File: src/rtl/rcc_pkg.sv
package rcc_pkg;

  typedef enum logic [1:0] {
    ST_HIT     = 2'd0,
    ST_MISS    = 2'd1,
    ST_REFRESH = 2'd2,
    ST_ILLEGAL = 2'd3
  } cyc_status_e;

  typedef enum logic [2:0] {
    CMD_IDLE    = 3'd0,
    CMD_READ    = 3'd1,
    CMD_WRITE   = 3'd2,
    CMD_REFRESH = 3'd3,
    CMD_ILLEGAL = 3'd4
  } cyc_cmd_e;

endpackage

File: src/rtl/rcc_tag_store.sv
module rcc_tag_store #(
  parameter int NBANK  = 4,
  parameter int BANK_W = 2,
  parameter int ROW_W  = 9
) (
  input  logic              clk,
  input  logic              rst_n,
  input  logic [BANK_W-1:0] lk_bank,
  input  logic [ROW_W-1:0]  lk_row,
  output logic              lk_hit,
  input  logic              upd_en,
  input  logic [BANK_W-1:0] upd_bank,
  input  logic [ROW_W-1:0]  upd_row
);

  logic [ROW_W-1:0] tag_q [NBANK];
  logic [NBANK-1:0] vld_q;
  logic [NBANK-1:0] hit_vec;

  // one comparator per bank; the row bank bits pick the result
  for (genvar b = 0; b < NBANK; b++) begin : g_cmp
    assign hit_vec[b] = vld_q[b] && (tag_q[b] == lk_row);
  end

  assign lk_hit = hit_vec[lk_bank];

  always_ff @(posedge clk or negedge rst_n) begin
    if (!rst_n) begin
      vld_q <= '0;
      for (int b = 0; b < NBANK; b++) tag_q[b] <= '0;
    end else if (upd_en) begin
      for (int b = 0; b < NBANK; b++) begin
        if (upd_bank == BANK_W'(b)) begin
          tag_q[b] <= upd_row;
          vld_q[b] <= 1'b1;
        end
      end
    end
  end

  // a read miss leaves the loaded row as a valid tag of that bank
  p_tag_loaded_r3: assert property (@(posedge clk) disable iff (!rst_n)
    upd_en |=> (vld_q[$past(upd_bank)] && tag_q[$past(upd_bank)] == $past(upd_row)));

endmodule

File: src/rtl/rcc_refresh_unit.sv
module rcc_refresh_unit #(
  parameter int RFSH_W     = 11,
  parameter int REF_WINDOW = 12_800_000,
  parameter int REF_MIN    = 1024
) (
  input  logic              clk,
  input  logic              rst_n,
  input  logic              start,
  input  logic              done,
  output logic [RFSH_W-1:0] cnt,
  output logic              short_pulse
);

  localparam int WIN_W = (REF_WINDOW > 1) ? $clog2(REF_WINDOW) : 1;
  localparam int NUM_W = $clog2(REF_MIN + 1);
  localparam logic [WIN_W-1:0] LAST_EDGE = WIN_W'(REF_WINDOW - 1);
  localparam logic [NUM_W-1:0] MIN_V     = NUM_W'(REF_MIN);

  logic [RFSH_W-1:0] cnt_q;
  logic [WIN_W-1:0]  win_q;
  logic [NUM_W-1:0]  num_q, num_nx;
  logic              short_q;

  // saturating count of starts, including one sampled this edge
  assign num_nx = (num_q == MIN_V) ? num_q : num_q + NUM_W'(start);

  always_ff @(posedge clk or negedge rst_n) begin
    if (!rst_n) begin
      cnt_q <= '0;
    end else if (done) begin
      cnt_q <= cnt_q + RFSH_W'(1);
    end
  end

  always_ff @(posedge clk or negedge rst_n) begin
    if (!rst_n) begin
      win_q   <= '0;
      num_q   <= '0;
      short_q <= 1'b0;
    end else if (win_q == LAST_EDGE) begin
      win_q   <= '0;
      num_q   <= '0;
      short_q <= (num_nx < MIN_V);
    end else begin
      win_q   <= win_q + WIN_W'(1);
      num_q   <= num_nx;
      short_q <= 1'b0;
    end
  end

  assign cnt         = cnt_q;
  assign short_pulse = short_q;

  // the address counter moves only at the end of an internal refresh
  p_cnt_hold_r8: assert property (@(posedge clk) disable iff (!rst_n)
    !done |=> $stable(cnt_q));

  // a deficit pulse only appears right after a window boundary
  p_short_at_wrap_r10: assert property (@(posedge clk) disable iff (!rst_n)
    short_q |-> (win_q == '0));

endmodule

File: src/rtl/rcc_cycle_ctl.sv
module rcc_cycle_ctl
  import rcc_pkg::*;
#(
  parameter int BANK_W = 2,
  parameter int ROW_W  = 9,
  parameter int RFSH_W = 11
) (
  input  logic              clk,
  input  logic              rst_n,
  input  logic              row_en_n,
  input  logic              chip_sel_n,
  input  logic              wr_rd,
  input  logic              refresh_n,
  input  logic [BANK_W-1:0] row_bank,
  input  logic [ROW_W-1:0]  row_addr,
  input  logic [BANK_W-1:0] col_bank,
  input  logic              col_latch_n,
  input  logic              wr_en_n,
  input  logic              lk_hit,
  input  logic [RFSH_W-1:0] rf_cnt,
  output logic              upd_en,
  output logic              rf_start,
  output logic              rf_done,
  output logic              status_vld,
  output logic [1:0]        status,
  output logic              row_load,
  output logic              dram_wr,
  output logic              cache_wr,
  output logic [BANK_W-1:0] acc_bank,
  output logic [ROW_W-1:0]  acc_row,
  output logic              rfsh,
  output logic [RFSH_W-1:0] rfsh_row
);

  logic              ren_q;
  logic              fall, rise;
  cyc_cmd_e          cmd, kind_q;
  cyc_status_e       st_nx;
  logic              hit_q, col_seen_q, wc_q;
  logic [BANK_W-1:0] bank_q;
  logic [ROW_W-1:0]  row_q;
  logic              wr_cond, wr_evt, bank_ok, row_only;

  logic              status_vld_q, row_load_q, dram_wr_q, cache_wr_q, rfsh_q;
  cyc_status_e       status_q;
  logic [BANK_W-1:0] acc_bank_q;
  logic [ROW_W-1:0]  acc_row_q;
  logic [RFSH_W-1:0] rfsh_row_q;

  assign fall = ren_q & ~row_en_n;
  assign rise = ~ren_q & row_en_n;

  // command decode at the row-enable fall; refresh outranks chip select
  always_comb begin
    cmd = CMD_IDLE;
    if (fall) begin
      if (!refresh_n)     cmd = CMD_REFRESH;
      else if (chip_sel_n) cmd = CMD_ILLEGAL;
      else if (wr_rd)      cmd = CMD_WRITE;
      else                 cmd = CMD_READ;
    end
  end

  always_comb begin
    unique case (cmd)
      CMD_READ, CMD_WRITE: st_nx = lk_hit ? ST_HIT : ST_MISS;
      CMD_REFRESH:         st_nx = ST_REFRESH;
      default:             st_nx = ST_ILLEGAL;
    endcase
  end

  assign upd_en   = (cmd == CMD_READ) && !lk_hit;
  assign rf_start = (cmd == CMD_REFRESH);
  assign rf_done  = rise && (kind_q == CMD_REFRESH);
  assign row_only = rise && (kind_q == CMD_WRITE) && !col_seen_q;

  // a write event is the first cycle both column latch and write enable are low
  assign wr_cond = (kind_q == CMD_WRITE) && !row_en_n && !col_latch_n && !wr_en_n;
  assign wr_evt  = wr_cond && !wc_q;
  assign bank_ok = (col_bank == bank_q);

  always_ff @(posedge clk or negedge rst_n) begin
    if (!rst_n) begin
      ren_q      <= 1'b1;
      kind_q     <= CMD_IDLE;
      hit_q      <= 1'b0;
      bank_q     <= '0;
      row_q      <= '0;
      col_seen_q <= 1'b0;
      wc_q       <= 1'b0;
    end else begin
      ren_q <= row_en_n;
      wc_q  <= wr_cond;
      if (fall) begin
        kind_q     <= cmd;
        hit_q      <= lk_hit;
        bank_q     <= row_bank;
        row_q      <= row_addr;
        col_seen_q <= 1'b0;
      end else if (rise) begin
        kind_q     <= CMD_IDLE;
        col_seen_q <= 1'b0;
      end else if (kind_q == CMD_WRITE && !col_latch_n) begin
        col_seen_q <= 1'b1;
      end
    end
  end

  always_ff @(posedge clk or negedge rst_n) begin
    if (!rst_n) begin
      status_vld_q <= 1'b0;
      status_q     <= ST_HIT;
      row_load_q   <= 1'b0;
      dram_wr_q    <= 1'b0;
      cache_wr_q   <= 1'b0;
      acc_bank_q   <= '0;
      acc_row_q    <= '0;
      rfsh_q       <= 1'b0;
      rfsh_row_q   <= '0;
    end else begin
      status_vld_q <= fall;
      if (fall) status_q <= st_nx;
      row_load_q <= upd_en;
      dram_wr_q  <= wr_evt && bank_ok;
      cache_wr_q <= wr_evt && bank_ok && hit_q;
      if (cmd == CMD_READ || cmd == CMD_WRITE) begin
        acc_bank_q <= row_bank;
        acc_row_q  <= row_addr;
      end
      rfsh_q <= rf_start || row_only;
      if (rf_start)      rfsh_row_q <= rf_cnt;
      else if (row_only) rfsh_row_q <= {bank_q, row_q};
    end
  end

  assign status_vld = status_vld_q;
  assign status     = status_q;
  assign row_load   = row_load_q;
  assign dram_wr    = dram_wr_q;
  assign cache_wr   = cache_wr_q;
  assign acc_bank   = acc_bank_q;
  assign acc_row    = acc_row_q;
  assign rfsh       = rfsh_q;
  assign rfsh_row   = rfsh_row_q;

  // a reported hit never fetches a row
  p_hit_no_load_r2: assert property (@(posedge clk) disable iff (!rst_n)
    (status_vld_q && status_q == ST_HIT) |-> !row_load_q);

  // a row load only accompanies a reported miss
  p_load_on_miss_r3: assert property (@(posedge clk) disable iff (!rst_n)
    row_load_q |-> (status_vld_q && status_q == ST_MISS));

  // the cache page is never written without the DRAM
  p_cache_with_dram_r4: assert property (@(posedge clk) disable iff (!rst_n)
    cache_wr_q |-> dram_wr_q);

  // a DRAM write needs both strobes low on the sampling edge
  p_write_gated_r6: assert property (@(posedge clk) disable iff (!rst_n)
    dram_wr_q |-> $past(!col_latch_n && !wr_en_n && !row_en_n));

  // an illegal cycle launches nothing
  p_illegal_quiet_r9: assert property (@(posedge clk) disable iff (!rst_n)
    (status_vld_q && status_q == ST_ILLEGAL) |-> (!row_load_q && !rfsh_q));

  // the decode pulse never lasts two cycles
  p_vld_single_r11: assert property (@(posedge clk) disable iff (!rst_n)
    status_vld_q |=> !status_vld_q);

endmodule

File: src/rtl/rcc_row_cache_ctl.sv
module rcc_row_cache_ctl #(
  parameter int NBANK      = 4,
  parameter int ROW_W      = 9,
  parameter int REF_WINDOW = 12_800_000,
  parameter int REF_MIN    = 1024,
  localparam int BANK_W    = $clog2(NBANK),
  localparam int RFSH_W    = BANK_W + ROW_W
) (
  input  logic              clk,
  input  logic              rst_n,
  input  logic              row_en_n,
  input  logic              chip_sel_n,
  input  logic              wr_rd,
  input  logic              refresh_n,
  input  logic [BANK_W-1:0] row_bank,
  input  logic [ROW_W-1:0]  row_addr,
  input  logic [BANK_W-1:0] col_bank,
  input  logic              col_latch_n,
  input  logic              wr_en_n,
  output logic              status_vld,
  output logic [1:0]        status,
  output logic              row_load,
  output logic              dram_wr,
  output logic              cache_wr,
  output logic [BANK_W-1:0] acc_bank,
  output logic [ROW_W-1:0]  acc_row,
  output logic              rfsh,
  output logic [RFSH_W-1:0] rfsh_row,
  output logic              rfsh_short
);

  logic              lk_hit, upd_en, rf_start, rf_done;
  logic [RFSH_W-1:0] rf_cnt;

  rcc_tag_store #(
    .NBANK (NBANK),
    .BANK_W(BANK_W),
    .ROW_W (ROW_W)
  ) u_tags (
    .clk     (clk),
    .rst_n   (rst_n),
    .lk_bank (row_bank),
    .lk_row  (row_addr),
    .lk_hit  (lk_hit),
    .upd_en  (upd_en),
    .upd_bank(row_bank),
    .upd_row (row_addr)
  );

  rcc_refresh_unit #(
    .RFSH_W    (RFSH_W),
    .REF_WINDOW(REF_WINDOW),
    .REF_MIN   (REF_MIN)
  ) u_rfsh (
    .clk        (clk),
    .rst_n      (rst_n),
    .start      (rf_start),
    .done       (rf_done),
    .cnt        (rf_cnt),
    .short_pulse(rfsh_short)
  );

  rcc_cycle_ctl #(
    .BANK_W(BANK_W),
    .ROW_W (ROW_W),
    .RFSH_W(RFSH_W)
  ) u_ctl (
    .clk        (clk),
    .rst_n      (rst_n),
    .row_en_n   (row_en_n),
    .chip_sel_n (chip_sel_n),
    .wr_rd      (wr_rd),
    .refresh_n  (refresh_n),
    .row_bank   (row_bank),
    .row_addr   (row_addr),
    .col_bank   (col_bank),
    .col_latch_n(col_latch_n),
    .wr_en_n    (wr_en_n),
    .lk_hit     (lk_hit),
    .rf_cnt     (rf_cnt),
    .upd_en     (upd_en),
    .rf_start   (rf_start),
    .rf_done    (rf_done),
    .status_vld (status_vld),
    .status     (status),
    .row_load   (row_load),
    .dram_wr    (dram_wr),
    .cache_wr   (cache_wr),
    .acc_bank   (acc_bank),
    .acc_row    (acc_row),
    .rfsh       (rfsh),
    .rfsh_row   (rfsh_row)
  );

endmodule

File: config.mk
export PLATFORM = sky130hd
export DESIGN_NAME = rcc_row_cache_ctl
export DESIGN_NICKNAME = d
export VERILOG_FILES = /design/src/rtl/rcc_pkg.sv /design/src/rtl/rcc_tag_store.sv /design/src/rtl/rcc_refresh_unit.sv /design/src/rtl/rcc_cycle_ctl.sv /design/src/rtl/rcc_row_cache_ctl.sv
export SDC_FILE = /design/constraint.sdc
export NUM_CORES = 1
export LEC_CHECK = 0
export ABC_CLOCK_PERIOD_IN_PS = 2800
export BUFFER_PORTS_ARGS = -buffer_cell sky130_fd_sc_hd__buf_2
export CORE_MARGIN = 2
export CORE_UTILIZATION = 55
export CTS_CLUSTER_DIAMETER = 150
export CTS_CLUSTER_SIZE = 25
export DETAILED_ROUTE_END_ITERATION = 12
export MAX_ROUTING_LAYER = met4
export PLACE_DENSITY = 0.75
export RECOVER_POWER = 25
export SYNTH_ARGS = -nofsm -noshare
export SYNTH_HDL_FRONTEND = slang
export SYNTH_SLANG_ARGS = --single-unit
File: constraint.sdc
create_clock -name clk -period 2.8 [get_ports clk]
set_clock_uncertainty 0.05 [all_clocks]
set_input_delay 0.14 -clock clk [delete_from_list [all_inputs] [get_ports clk]]
set_output_delay 0.14 -clock clk [all_outputs]
set_load 0.05 [all_outputs]
* Word level (Yosys, flattened, before mapping)
Index checks and enable logic that the tools add are counted.
Widths: inputs -> output; s select.
** Storage, ports and cells
- Register bits :: 134
- Bits of input ports :: 21
- Logic and storage cells :: 103
** Operators by class
- Add/subtract/negate cells :: 3
- Order comparisons :: 2
- Equal/unequal tests :: 15
- Muxes and demuxes :: 19
- Bitwise gates (word level) :: 4
- Reductions and logical operators :: 32
** Operators with widths (count)
- $mux 11 :: 4
- $eq 9x9->1 :: 4
- $add 24x1->24 const B :: 1
- $eq 24x24->1 const B :: 1
- $mux 24 :: 1
- $logic_and 1x1->1 :: 15
- $mux 3 :: 5
- $eq 3x2->1 const B :: 4
- $add 11x1->11 :: 1
- $add 11x1->11 const B :: 1
- $eq 11x11->1 const B :: 1
- $lt 11x11->1 const B :: 1
- $reduce_and 2->1 :: 4
- $logic_not 1->1 :: 6
- $mux 1 :: 6
- $eq 2x2->1 const B :: 2
- $pmux 2 s2 :: 1
- $reduce_bool 2->1 :: 2
- $eq 3x1->1 const B :: 1
- $lt 2x3->1 const B :: 1
- $reduce_bool 3->1 :: 1
- $and 1x1->1 :: 2
- $bmux 1 s2 :: 1
- $eq 2x1->1 const B :: 1
- 6 further kinds :: 8

* Depth between registers and ports, before layout
Gate-level depths: netlist of the first run.
- Depth after elaboration :: 9
- Depth in mapped cells :: 10
- Mapped depth without buffers :: 9

* Modules after synthesis
Synthesis of the first run repeated with hierarchy kept, for this count alone.
** Unflattened totals
- Cells, all modules :: 505
- Area total of the unflattened synthesis :: 6079.6 um2
** Modules (own cells, without submodules)
- rcc_refresh_unit :: instances 1, cells each 206, area each 2228.4 um2
- rcc_cycle_ctl :: instances 1, cells each 159, area each 1950.6 um2
- rcc_tag_store :: instances 1, cells each 140, area each 1900.6 um2

* Least setup slack after synthesis of the first run
OpenSTA, ideal clock, no wires.
- Path type :: register to register
- Start :: reg u_ctl.ren_q
- End :: reg u_rfsh.short_q, in the netlist u_rfsh.short_pulse
- Setup time :: 119 ps
- Arrival :: 2214 ps
- Setup slack :: 417 ps
- Stages on the path, launching flop included :: 10
- Path buffers :: 1
- Period minus slack after synthesis :: 2383 ps
- Path through :: dfstp_2 > ha_1 > nor2b_1 > clkbuf_1 > ha_1 > ha_1 > and2_1 > nand4_1 > xor2_1 > and2_1
** Between the ends
- Word-level cells in the longest chain between the ends :: 7
** Ends and longest elaborated chain
- from (decl) :: RTL line rcc_cycle_ctl.sv:35 : logic ren_q;
- from (signal assigned) :: RTL line rcc_cycle_ctl.sv:92 : ren_q <= row_en_n;
- $and 1x1->1 :: RTL line rcc_cycle_ctl.sv:50 : assign fall = ren_q & ~row_en_n;
- net u_ctl.fall :: RTL line rcc_cycle_ctl.sv:36 : logic fall, rise;
- $mux 3 :: RTL line rcc_cycle_ctl.sv:56 : if (fall) begin
- $eq 3x2->1 :: RTL line rcc_cycle_ctl.sv:73 : assign rf_start = (cmd == CMD_REFRESH);
- $add 11x1->11 :: RTL line rcc_refresh_unit.sv:25 : assign num_nx = (num_q == MIN_V) ? num_q : num_q + NUM_W'(start);
- $mux 11 :: RTL line rcc_refresh_unit.sv:25
- $lt 11x11->1 :: RTL line rcc_refresh_unit.sv:43 : short_q <= (num_nx < MIN_V);
- $mux 1 :: RTL line rcc_refresh_unit.sv:40 : end else if (win_q == LAST_EDGE) begin
- to (signal assigned) :: RTL line rcc_refresh_unit.sv:43
- to (decl) :: RTL line rcc_refresh_unit.sv:22 : logic short_q;
The timed path passes the listed nets, and every way through them passes these cells.
A chain may end at the register's enable or synchronous reset.

* Final worst setup path of the first run
- Start :: reg u_rfsh.win_q[0]
- End :: reg u_rfsh.win_q[3]
** Between the ends
- Word-level cells in the longest chain between the ends :: 2
- Elaborated cells on any way between the ends :: 3
- Classes of those cells :: 1 x add/sub; 1 x eq/ne; 1 x mux
** Ends and longest elaborated chain
- from (decl) :: RTL line rcc_refresh_unit.sv:20 : logic [WIN_W-1:0] win_q;
- from (signal assigned) :: RTL line rcc_refresh_unit.sv:45 : win_q <= win_q + WIN_W'(1);
- $add 24x1->24 or $eq 24x24->1 (tied branches) :: RTL line rcc_refresh_unit.sv:45, rcc_refresh_unit.sv:40
- $mux 24 (*) :: RTL line rcc_refresh_unit.sv:40
Mark *: on every way between the ends. The rest lies on a longest branch, timed or not.

==> results.env, run 1 <==
CTS_POST_SETUP_BUFFERS_INSERTED=0
FINAL.FILL_COUNT=799
FIN_HOLD_WS_NS=0.0399
GRT_SETUP_UNREPAIRED='no'
SYNTH_FP_NETS=519
FMAX_MHz=431
CTS.ROOT.BUFFER_CELL='clkbuf_8'
SYNTH-WARNING-COUNT=0
STD_CELL_ROWS=38
WHS_PATH_DEPTH=2
CELL_LEAKAGE_POWER_uW=0.00347
CRITICAL_PATH_ARRIVAL_NS=2.67
REGTOREGSETUPSLACK_NS=0.48
DIEAREA_UM2=12000
M1WIRELENGTH_UM=5650
FINALSETUPVIOLCOUNT=0
SETUP_TNS_NS=0
DESIGN.FINAL.NETS=587
HIGHEST-SIGNAL-LAYER='met4'
MIN-DELAY-PATH-CLASS='in2reg'
MULTI_INPUT_COMB_AREA_UM2=2580
MAXCAPVIOLATIONS=0
GRT_START_MAX_NET_PINS=63
SEQUENTIAL_TO_TOTAL_AREA_SHARE_FROM_YOSYS_STAT_PCT=54.9
CRIT_PATH_START='u_rfsh.win_q[0]'
WORST_PATH_LARGEST_CELL_DELAY_NS=0.50
ANTENNA_FOUND_INITIAL=0
SYNTH_AREA_UM2=6110
NUMBER_OF_GLOBAL_ROUTE_VIAS_BEFORE_REPAIR=4011
WORSTREG2REGEND='u_rfsh.win_q[3]'
MET3_WIRELENGTH_UM=431
DIEHEIGHT_UM=109
CTS.PATH.MAX_BUFFERS=2
CLKSLEWWORSTSETUPHOLDPATHS_NS=0.06
CRITPATHCAPTURETYPE='flip-flop'
POST_DETAILED_ROUTE_DRC_MARKER_COUNT=0
GR-USAGE-ALL-LAYERS_PCT=22.4
WORST_R2R_PATH_DEPTH=6
DRT_WL_TOTAL_UM=11800
WORST_EP_REQUIRED_TIME_NS=3.15
SYN-INSTANCE-COUNT=492
START_UTIL_PCT=56.4
N_ANTENNA_CELL=0
IOS=51
FINAL.PERIOD_UTILIZATION_PCT=82.9
AVGROUTEDWIREPERCELL_UM=16.5
CTS_INSERTED_BUFFERS=17
FINALCRITICALPERIOD_NS=2.32
CELL_CHAIN_OF_THE_CRITICAL_PATH='ha_1 -> nand4_1 -> or3_4 -> nor3_4 -> buf_4 -> nor2_1'
ROUTABILITYCONGESTION=0.787
DP_HPWL_UM=7710
AVGVIACOUNTPERCELL=5.48
WORST_SETUP_PATH_ENDPOINT='u_rfsh.win_q[3]'
RELSLEWSLACK_PCT=1.64
DETAILROUTE.WIRELENGTH.MET2_UM=5510
POST_CTS_HOLD_BUFFER_COUNT=12
SETUP.WORST_PATH.CLASS='reg2reg'
OVERFLOW=0
YOSYS_REGISTER_BITS=134
WORST_IR_DROP_VDD_uV=413
TRITONCTS_CLOCK_TREE='built'
MOSTFREQUENTLAYOUTCELL='dfrtp_1'
CELLPOWERDENSITY_nW_PER_UM2=735
LAYOUT_COMMON_CELLS='dfrtp_1 (133), mux2_2 (53), xor2_1 (49)'
DOMINANTREGCELLSYNTH='dfrtp_1'
RESULT_OF_THE_RUN='complete, no violations'
DRIVE_GT1_SHARE_PCT=27.3
NETLIST-CELL-TYPE-COUNT=48
CORE_AREA_UM2=10800
POST_SYNTH.CELL_AREA_AVG_UM2=12.4
TIMING.RR.START='u_rfsh.win_q[0]'
TIMING_WORST_SLEW_PIN_VALUE_NS=1.48
FF_LATCH_AREA_UM2=3350
SLEW_VIOLATIONS=0
SYNTH_ENABLE_FLOP_CELLS=0
CRIT_PATH_MAX_FANOUT=15
FIRST_ITER_VIOLATIONS=187
POST_CTS_RESIZED=0
NUMCLOCKSINKS=134
DRT-PASS1-ITER-COUNT=4
CTS_MAX_LEVEL=4
HOLD_VIOLATIONS=0
SYNTH_ASYNC_SR_FLOP_SHARE_PCT=100
CPMAXSTAGEDELAYCELL='or3_4'
CLK_LATENCY_NS=0.52
GRT_PASS1_WL_UM=19800
ROUTED-VIA-COUNT=3904
ROUTE.ANTENNA.REMAINING_NETS=0
STARTPOINT_TYPE='flip-flop'
DIE_X_UM=109
AREA_GROWTH_SYN_TO_LAYOUT_PCT=16.9
PORT_BUFFERS=50
## sequential cells by signal (all words and copies together), names as in the netlist
name                cells
u_ctl.rfsh_row         11
u_ctl.row_q             9
u_ctl.status_vld        1
u_ctl.col_seen_q        1
u_rfsh.short_pulse      1
u_ctl.acc_row           9
u_ctl.cache_wr          1
u_ctl.rfsh              1
u_ctl.acc_bank          2
u_rfsh.win_q           24
u_ctl.dram_wr           1
u_ctl.status            2
u_ctl.ren_q             1
u_rfsh.cnt             11
u_ctl.wc_q              1
u_ctl.row_load          1
u_ctl.hit_q             1
u_tags.vld_q            4
u_ctl.bank_q            2
u_tags.tag_q           36
u_ctl.kind_q            3
u_rfsh.num_q           11
## critical path, delay by kind of cell (launching register included)
kind / cells / cell delay [ns]
buffers and inverters: 1 / 0.27
AND/OR/NAND/NOR: 4 / 1.29
flip-flops: 1 / 0.38
adder cells (fa/ha/maj): 1 / 0.22
## kinds of logic (layout without fill, tap and decap cells)
kind of cell / after synthesis / count (layout) / synth area share [%]
DFF: 134 / 134 / 54.9
muxes: 75 / 75 / 14.1
xor gates and xnor gates: 74 / 74 / 10.6
buffers and inverters: 27 / 107 / 2.87
and+or+nand+nor: 148 / 148 / 13.5
adders and majority gates: 6 / 6 / 1.23
AOI/OAI and AO/OA: 28 / 28 / 2.81
## metal layers
metal	vias to the layer above	GRT usage (%)
met2	83	32.9
met1	1966	30.1
li1	1838	-
met3	17	5.45
met5	-	-
met4	0	8.68
## cell type report
cell class / instances / area share [%]
Clock inverter: 8 / 1.72
Clock buffer: 23 / 6.53
Tap cell: 140 / 2.45
Sequential cell: 134 / 47.0
Multi-Input combinational cell: 331 / 36.1
Inverter: 7 / 0.368
Timing Repair Buffer: 69 / 5.85
## stage by stage
stage | setup WS (ns) | util (%) | total power, uW | std cells | area [um2]
detailed placement | 0.500 | 59.5 | 3070 | 669 | 6450
global route | 0.258 | 65.9 | 5470 | 712 | 7140
floorplan | 0.417 | - | 2860 | 492 | 6110
CTS | 0.468 | 66.1 | 5290 | 712 | 7160
global placement | 0.542 | 59.5 | 3040 | 669 | 6450
finish | 0.479 | 65.9 | 5250 | 712 | 7140
## worst min path at each step
stage                      from                end  slack, ns
finish              row_addr[3]    u_tags.tag_q[3]       0.04
global route        row_addr[3]    u_tags.tag_q[3]       0.03
detailed placement        rst_n      u_ctl.dram_wr       0.22
floorplan                 rst_n  u_ctl.acc_bank[0]      -0.21
CTS                 row_addr[3]    u_tags.tag_q[3]      0.008
global placement          rst_n   u_ctl.status_vld       0.21
## synth_stat cells (5+ instances only)
master    number  area share [%]
buf_4          5            0.61
buf_6          7             1.3
nand3_1       22             1.8
nor2b_1        5            0.51
nand2_1       28             1.7
and3_1         8            0.82
nor4_1         9            0.92
clkbuf_1       5            0.31
nand2b_1       5            0.51
mux2_2        53             9.8
mux2_4         9             2.2
mux2i_1       13             2.1
inv_1          7            0.43
ha_1           6             1.2
nand4_1       11             1.1
xor2_1        49             7.0
o21ai_0       17             1.4
dfrtp_1      133              54
and2_1         6            0.61
xnor2_1       25             3.6
nor2_1        28             1.7
## power by group
group	switching (uW)	internal [uW]	leakage (uW)
sequential	149	2150	0.00175
clock	784	1420	0.000280
combinational	455	295	0.00144
Power figures use the tool's default switching activity.
==> run 2, diff against run 1 <==
--- a/config.mk
+++ b/config.mk
@@ -5,15 +5,16 @@
 export SDC_FILE = /design/constraint.sdc
 export NUM_CORES = 1
 export LEC_CHECK = 0
-export ABC_CLOCK_PERIOD_IN_PS = 2800
+export ABC_AREA = 1
+export ABC_CLOCK_PERIOD_IN_PS = 1900
 export BUFFER_PORTS_ARGS = -buffer_cell sky130_fd_sc_hd__buf_2
 export CORE_MARGIN = 2
-export CORE_UTILIZATION = 55
+export CORE_UTILIZATION = 54
 export CTS_CLUSTER_DIAMETER = 150
 export CTS_CLUSTER_SIZE = 25
 export DETAILED_ROUTE_END_ITERATION = 12
 export MAX_ROUTING_LAYER = met4
-export PLACE_DENSITY = 0.75
+export PLACE_DENSITY = 0.77
 export RECOVER_POWER = 25
 export SYNTH_ARGS = -nofsm -noshare
 export SYNTH_HDL_FRONTEND = slang
==> constraint.sdc (replaced) <==
create_clock -name clk -period 1.9 [get_ports clk]
set_clock_uncertainty 0.05 [all_clocks]
set_input_delay 0.095 -clock clk [delete_from_list [all_inputs] [get_ports clk]]
set_output_delay 0.095 -clock clk [all_outputs]
set_load 0.05 [all_outputs]
==> run 2 against run 1 <==
Effect of this change: the run now ends with negative setup slack left; final area rose by 21%; power rose by 56%; non-clock buffer count rose by 76; largest power group unchanged; die area rose by 9.3%; area after synthesis rose by 7.7%; global-route usage rose by 5.3 points; clock power rose by 50%; final cell count rose by 56%; sequential cell count did not move; count of clock-buffer cells in the layout did not move.
==> results.env, run 2 <==
RESULT_OF_THE_RUN='finished with violations'
FAILED_CHECKS='negative setup slack'
DP_HPWL_UM=10800
CLK_LATENCY_NS=0.43
GRT_PASS1_WL_UM=27500
NUMCLOCKSINKS=134
SYNTH_ASYNC_SR_FLOP_SHARE_PCT=100
LARGEST_REGISTER_FF_COUNT=36
ANTENNA_FOUND_INITIAL=0
MAXCAPVIOLATIONS=0
TIMING_WORST_SLEW_PIN_VALUE_NS=1.42
CTS.ROOT.BUFFER_CELL='clkbuf_16'
DRT-PASS1-ITER-COUNT=7
SWITCHING_POWER_uW=2460
FINAL_AREA_UM2=8660
GRT_SETUP_UNREPAIRED='yes'
GRT_START_MAX_NET_PINS=58
DIEAREA_UM2=13100
DOMINANTREGCELLSYNTH='dfrtp_1'
DRIVE_GT1_SHARE_PCT=24.4
SETUP.WORST_PATH.CLASS='reg2reg'
SYNTH_FP_NETS=841
CLKPWRFRAC_PCT=40.4
GR-USAGE-ALL-LAYERS_PCT=27.7
FINAL.PERIOD_UTILIZATION_PCT=120
SHARE_COMB_OF_TOTAL_POWER_PCT=18.0
TRITONCTS_CLOCK_TREE='built'
START_UTIL_PCT=55.0
NETLIST-CELL-TYPE-COUNT=41
POST-SYNTH-TOP-COUNT-CELL='nand2_1'
CTS_INSERTED_BUFFERS=17
SYNTH-WARNING-COUNT=0
FINALSETUPVIOLCOUNT=62
SYNTH_LARGEST_TYPE_AREA_FRACTION_PCT=50.6
DIE_X_UM=114
TOP_REGS='u_tags.tag_q x36, u_rfsh.win_q x24'
CELL_INTERNAL_PWR_uW=5710
CRIT_PATH_MAX_FANOUT=2
SETUP_TNS_NS=-5.38
SYN-INSTANCE-COUNT=814
AVGROUTEDWIREPERCELL_UM=15.8
POWER.SEQUENTIAL.FRACTION_PCT=41.6
SLEW_VIOLATIONS=0
YOSYS_REGISTER_BITS=134
HOLD_VIOLATIONS=0
PLACEDINSTANCEAREA_UM2=7300
AREA_GROWTH_SYN_TO_LAYOUT_PCT=31.6
SYNTH_ENABLE_FLOP_CELLS=0
CRITICAL_PATH_ARRIVAL_NS=2.55
YOSYS-TOP-CELLS-AREA='dfrtp_1 (51%), nand2_1 (13%), inv_1 (6.2%)'
PORT_BUFFERS=50
WORST_IR_DROP_VDD_uV=718
CELL_LEAKAGE_POWER_uW=0.00441
DESIGN.FINAL.NETS=981
MIN-DELAY-PATH-CLASS='in2reg'
SYNTH_COMMONEST_CELLS='nand2_1 (227), dfrtp_1 (133), inv_1 (109)'
LAYOUT_COMMON_CELLS='nand2_1 (220), dfrtp_1 (133), inv_1 (102)'
OVERFLOW=0
ROUTABILITYCONGESTION=0.858
RELSLEWSLACK_PCT=5.41
PLACE_WS_NS=-0.449
SYNTH_AREA_UM2=6580
FIRST_ITER_VIOLATIONS=549
CTS_MAX_LEVEL=4
POST-LAYOUT-TOTAL-POWER_uW=8170
STD_CELL_ROWS=40
ROUTE.ANTENNA.REMAINING_NETS=0
PLACE_INST=1029
DIEHEIGHT_UM=114
N_ANTENNA_CELL=0
MOSTFREQUENTLAYOUTCELL='nand2_1'
SETUP_SLACK_NS=-0.381
STARTPOINT_TYPE='flip-flop'
AVGVIACOUNTPERCELL=5.47
CTS.PATH.MAX_BUFFERS=2
CLKSLEWWORSTSETUPHOLDPATHS_NS=0.05
NUMBER_OF_GLOBAL_ROUTE_VIAS_BEFORE_REPAIR=5792
CELLPOWERDENSITY_nW_PER_UM2=943
POST_DETAILED_ROUTE_DRC_MARKER_COUNT=0
SWITCHING_SHARE_PCT=30.1
FMAX_MHz=438
TOP_REGISTER='u_tags.tag_q'
WORST_EP_REQUIRED_TIME_NS=2.16
POST_SYNTH.CELL_AREA_AVG_UM2=8.09
FINALCRITICALPERIOD_NS=2.28
ROUTED-VIA-COUNT=6095
DRT_WL_TOTAL_UM=17600
SEQUENTIAL_TO_TOTAL_AREA_SHARE_FROM_YOSYS_STAT_PCT=51.0
CORE_AREA_UM2=12000
IOS=51
CRITPATHCAPTURETYPE='flip-flop'
FINALNONFILLERCELLS=1114
SYNTH.LARGEST_AREA_CELL='dfrtp_1'
-- run 2: cell count changes in the layout (fill, tap and decap cells not counted), moves of 14 or more --
cell,before,now
buf_4,5,59
a21oi_1,2,20
nand4_1,11,47
nor2_1,28,60
nand2_1,28,220
nor2_2,0,14
xor2_1,49,21
mux2_2,53,0
inv_1,7,102
o21ai_0,17,35
xnor2_1,25,5
-- run 2: layout make-up --
cell class	instances	area, um2
clock buffers	23	498
clock inverters	9	97.6
fillers	825	3300
inverters	117	444
multi-input cells	539	2970
flip-flops and latches	134	3350
well taps	147	184
repair buffers	145	1110
-- run 2: final timing paths --
check                                start                to  cells past startpoint  slack, ns
setup / recovery               u_ctl.ren_q   u_rfsh.num_q[9]                     16      -0.38
hold / removal                 row_addr[5]    u_ctl.row_q[5]                      3      0.003
setup reg to reg               u_ctl.ren_q   u_rfsh.num_q[9]                     16      -0.38
hold reg to reg            u_tags.vld_q[2]   u_tags.vld_q[2]                      2       0.40
max in group asynchronous            rst_n  u_tags.tag_q[16]                      3       0.29
min in group asynchronous            rst_n     u_rfsh.cnt[8]                      2       0.50
-- run 2: power by group through the flow --
stage | Combinational [uW] | Sequential [uW] | Clock, uW
2_1_floorplan | 568 | 3740 | 0
3_3_place_gp | 1260 | 3420 | 0
3_5_place_dp | 1300 | 3430 | 0
4_1_cts | 1380 | 3380 | 3320
5_1_grt | 1620 | 3420 | 3450
6_report | 1470 | 3400 | 3300
-- run 2: kinds of logic (layout without fill, tap and decap cells) --
logic type	after synthesis	count (layout)	share of synthesized area [%]
buffers and inverters	146	294	9.16
XOR/XNOR	26	26	3.46
AND/OR/NAND/NOR	422	427	28.7
AO/OA/AOI/OAI	80	80	6.58
flip-flops	134	134	51.0
adder cells (fa/ha/maj)	6	6	1.14
-- run 2: per-stage QoR --
step | util, % | hold WS (ns)
after floorplan | - | -0.251
after global placement | 61.0 | 0.0405
after detailed placement | 61.0 | 0.0472
after CTS | 69.1 | 0.000435
after global routing | 72.4 | 0.0172
final | 72.4 | 0.00293
-- run 2: what timing repair did --
item	4_1_cts	5_1_grt
endpoints found under the hold margin	92	0
pin swaps	10	19
cloned	2	6
gates resized for setup	19	55
setup buffers	10	21
hold buffers	19	0
endpoints found under the setup margin	46	77
-- run 2: per-layer routing --
metal / vias up / track usage (%) / part of all wire, %
li1: 2896 / - / -
met1: 2955 / 35.6 / 43
met2: 215 / 43.5 / 50
met3: 29 / 6.56 / 4.9
met4: 0 / 9.02 / 1.7
met5: - / - / 0
-- run 2: critical path, cell delays in order (launching register included) --
cell and delay (ns):
dfstp_2 0.55, ha_4 0.15, inv_4 0.04, a21oi_4 0.12, nand2_2 0.08, inv_2 0.08
ha_4 0.14, buf_4 0.10, buf_4 0.09, buf_6 0.08, nand4_1 0.13, nor3_2 0.17
nand2_1 0.10, nor2_2 0.11, a21oi_1 0.07, o21ai_1 0.07, inv_1 0.04
==> run 3, diff against run 2 <==
--- a/config.mk
+++ b/config.mk
@@ -16,6 +16,7 @@
 export MAX_ROUTING_LAYER = met4
 export PLACE_DENSITY = 0.77
 export RECOVER_POWER = 25
+export SETUP_SLACK_MARGIN = 0.2
 export SYNTH_ARGS = -nofsm -noshare
 export SYNTH_HDL_FRONTEND = slang
 export SYNTH_SLANG_ARGS = --single-unit
==> run 3 against run 2 <==
Effect of this change: the flow still finishes with violations (negative setup slack); die area did not move; fmax fell by 2.2%; combinational power rose by 5%; setup slack got worse by 0.051 ns; core utilization rose by 2.8 points; count of clock-buffer cells in the layout rose by 3; critical path depth fell by 1; power fell by 2.5%; clock power fell by 9.4%; hold slack improved by 0.0067 ns; sequential power rose by 1%; first-iteration DRC count rose by 18%; largest cell class unchanged.
==> results.env, run 3 (same netlist as run 2, synthesis figures left out) <==
DRT-PASS1-ITER-COUNT=5
TOP_REGISTER='u_tags.tag_q'
ROUTE.ANTENNA.REMAINING_NETS=0
AREA_GROWTH_SYN_TO_LAYOUT_PCT=36.7
WORST_EP_REQUIRED_TIME_NS=2.18
CRIT_PATH_MAX_FANOUT=2
POWER.SEQUENTIAL.FRACTION_PCT=43.2
CELL_LEAKAGE_POWER_uW=0.00452
CRITPATHCAPTURETYPE='flip-flop'
FIN_HOLD_WS_NS=0.00962
TIMING_WORST_SLEW_PIN_VALUE_NS=1.47
NUMCLOCKSINKS=134
PLACE_WS_NS=-0.435
WORST_IR_DROP_VDD_uV=647
FIRST_ITER_VIOLATIONS=646
FINAL.PERIOD_UTILIZATION_PCT=123
GRT_SETUP_UNREPAIRED='yes'
RESULT_OF_THE_RUN='finished with violations'
STD_CELL_ROWS=40
TRITONCTS_CLOCK_TREE='built'
GRT_START_MAX_NET_PINS=58
FMAX_MHz=429
START_UTIL_PCT=55.0
STARTPOINT_TYPE='flip-flop'
ANTENNA_FOUND_INITIAL=0
IOS=51
CTS_INSERTED_BUFFERS=17
SETUP.WORST_PATH.CLASS='reg2reg'
DIEAREA_UM2=13100
DRIVE_GT1_SHARE_PCT=28.7
CTS_MAX_LEVEL=4
CELL_INTERNAL_PWR_uW=5470
AVGROUTEDWIREPERCELL_UM=17.2
CRITICAL_PATH_ARRIVAL_NS=2.61
PORT_BUFFERS=50
ROUTED-VIA-COUNT=6355
CLKSLEWWORSTSETUPHOLDPATHS_NS=0.06
TOP_REGS='u_tags.tag_q x36, u_rfsh.win_q x24'
SLEW_VIOLATIONS=0
FINALCRITICALPERIOD_NS=2.33
ROUTABILITYCONGESTION=0.855
RELSLEWSLACK_PCT=1.91
CELLPOWERDENSITY_nW_PER_UM2=885
N_ANTENNA_CELL=0
CLKPWRFRAC_PCT=37.6
POST_DETAILED_ROUTE_DRC_MARKER_COUNT=0
SETUP_TNS_NS=-6.33
MIN-DELAY-PATH-CLASS='in2reg'
MAXCAPVIOLATIONS=0
DRT_WL_TOTAL_UM=19500
DESIGN.FINAL.NETS=1005
CLK_LATENCY_NS=0.43
CTS.PATH.MAX_BUFFERS=2
LARGEST_REGISTER_FF_COUNT=36
SWITCHING_POWER_uW=2490
FINAL.FILL_COUNT=762
NUMBER_OF_GLOBAL_ROUTE_VIAS_BEFORE_REPAIR=5908
HOLD_VIOLATIONS=0
GR-USAGE-ALL-LAYERS_PCT=29.2
GRT_PASS1_WL_UM=28600
CORE_AREA_UM2=12000
SHARE_COMB_OF_TOTAL_POWER_PCT=19.3
DIEHEIGHT_UM=114
AVGVIACOUNTPERCELL=5.59
CTS.ROOT.BUFFER_CELL='clkbuf_16'
PLACE_INST=1028
FAILED_CHECKS='negative setup slack'
LAYOUT_COMMON_CELLS='nand2_1 (215), dfrtp_1 (131), inv_1 (95)'
SETUP_SLACK_NS=-0.432
OVERFLOW=0
FINALSETUPVIOLCOUNT=57
SWITCHING_SHARE_PCT=31.3
DP_HPWL_UM=10600
DIE_X_UM=114
MOSTFREQUENTLAYOUTCELL='nand2_1'
FINALNONFILLERCELLS=1136
## run 3: cell types whose count changed in the layout (fill, tap and decap cells not counted), moves of 4 or more
cell / before / now
buf_4: 59 / 74
o21ai_0: 35 / 29
buf_6: 8 / 18
nor2_4: 5 / 9
inv_1: 102 / 95
o22ai_2: 0 / 4
inv_2: 12 / 18
o22ai_1: 9 / 3
nand2_1: 220 / 215
## run 3: critical path, stage by stage, from the launching register on
cell,delay [ns]
dfstp_2,0.55
ha_4,0.15
inv_4,0.04
a21oi_4,0.11
nand2_2,0.08
inv_2,0.08
ha_4,0.15
buf_4,0.11
buf_6,0.08
nand4_1,0.13
nor3_2,0.26
nand2_1,0.11
nor2_2,0.12
a21oi_1,0.08
o21ai_1,0.07
inv_1,0.04
## run 3: stage by stage
step	util [%]	total power, uW	instance area [um2]
floorplan	-	4310	6670
CTS	71.0	7760	8490
detailed placement	61.2	4730	7320
global placement	61.2	4690	7320
finish	75.2	7960	8990
global route	75.2	8260	8990
## run 3: power groups by stage
stage | Combinational (uW) | Sequential (uW) | Clock [uW]
after floorplan | 567 | 3740 | 0
after global placement | 1270 | 3420 | 0
after detailed placement | 1310 | 3430 | 0
after CTS | 1400 | 3380 | 2980
after global routing | 1670 | 3460 | 3130
final | 1540 | 3440 | 2990
## run 3: area by class of cell
class                           count  area, um2  area share, %
Inverter                          117        447           4.97
Clock buffer                       26        509           5.66
Sequential cell                   134       3360           37.3
Multi-Input combinational cell    539       3160           35.1
Tap cell                          147        184           2.04
Timing Repair Buffer              169       1320           14.7
Clock inverter                      4       20.0          0.223
## run 3: path summary, 6_finish.rpt
check	cells after the start	endpoint	slack, ns	startpoint
min in group asynchronous	2	u_tags.vld_q[0]	0.51	rst_n
min reg2reg	2	u_tags.vld_q[2]	0.42	u_tags.vld_q[2]
min	3	u_tags.tag_q[18]	0.01	row_addr[0]
max in group asynchronous	3	u_rfsh.cnt[10]	0.32	rst_n
max reg2reg	15	u_rfsh.num_q[9]	-0.43	u_ctl.ren_q
max	15	u_rfsh.num_q[9]	-0.43	u_ctl.ren_q
## run 3: timing repair
action	4_1_cts	5_1_grt
hold buffers	21	0
setup endpoints to repair	92	100
cloned	5	3
endpoints found under the hold margin	92	0
gates resized for setup	30	101
pin swaps	27	27
buffers inserted	30	19
## run 3: metal layers
metal,vias up,part of all wire [%],track usage [%]
met5,-,0,-
met2,295,49,45.3
li1,2943,-,-
met4,0,3.4,12.4
met3,56,6.5,7.36
met1,3061,41,36.5
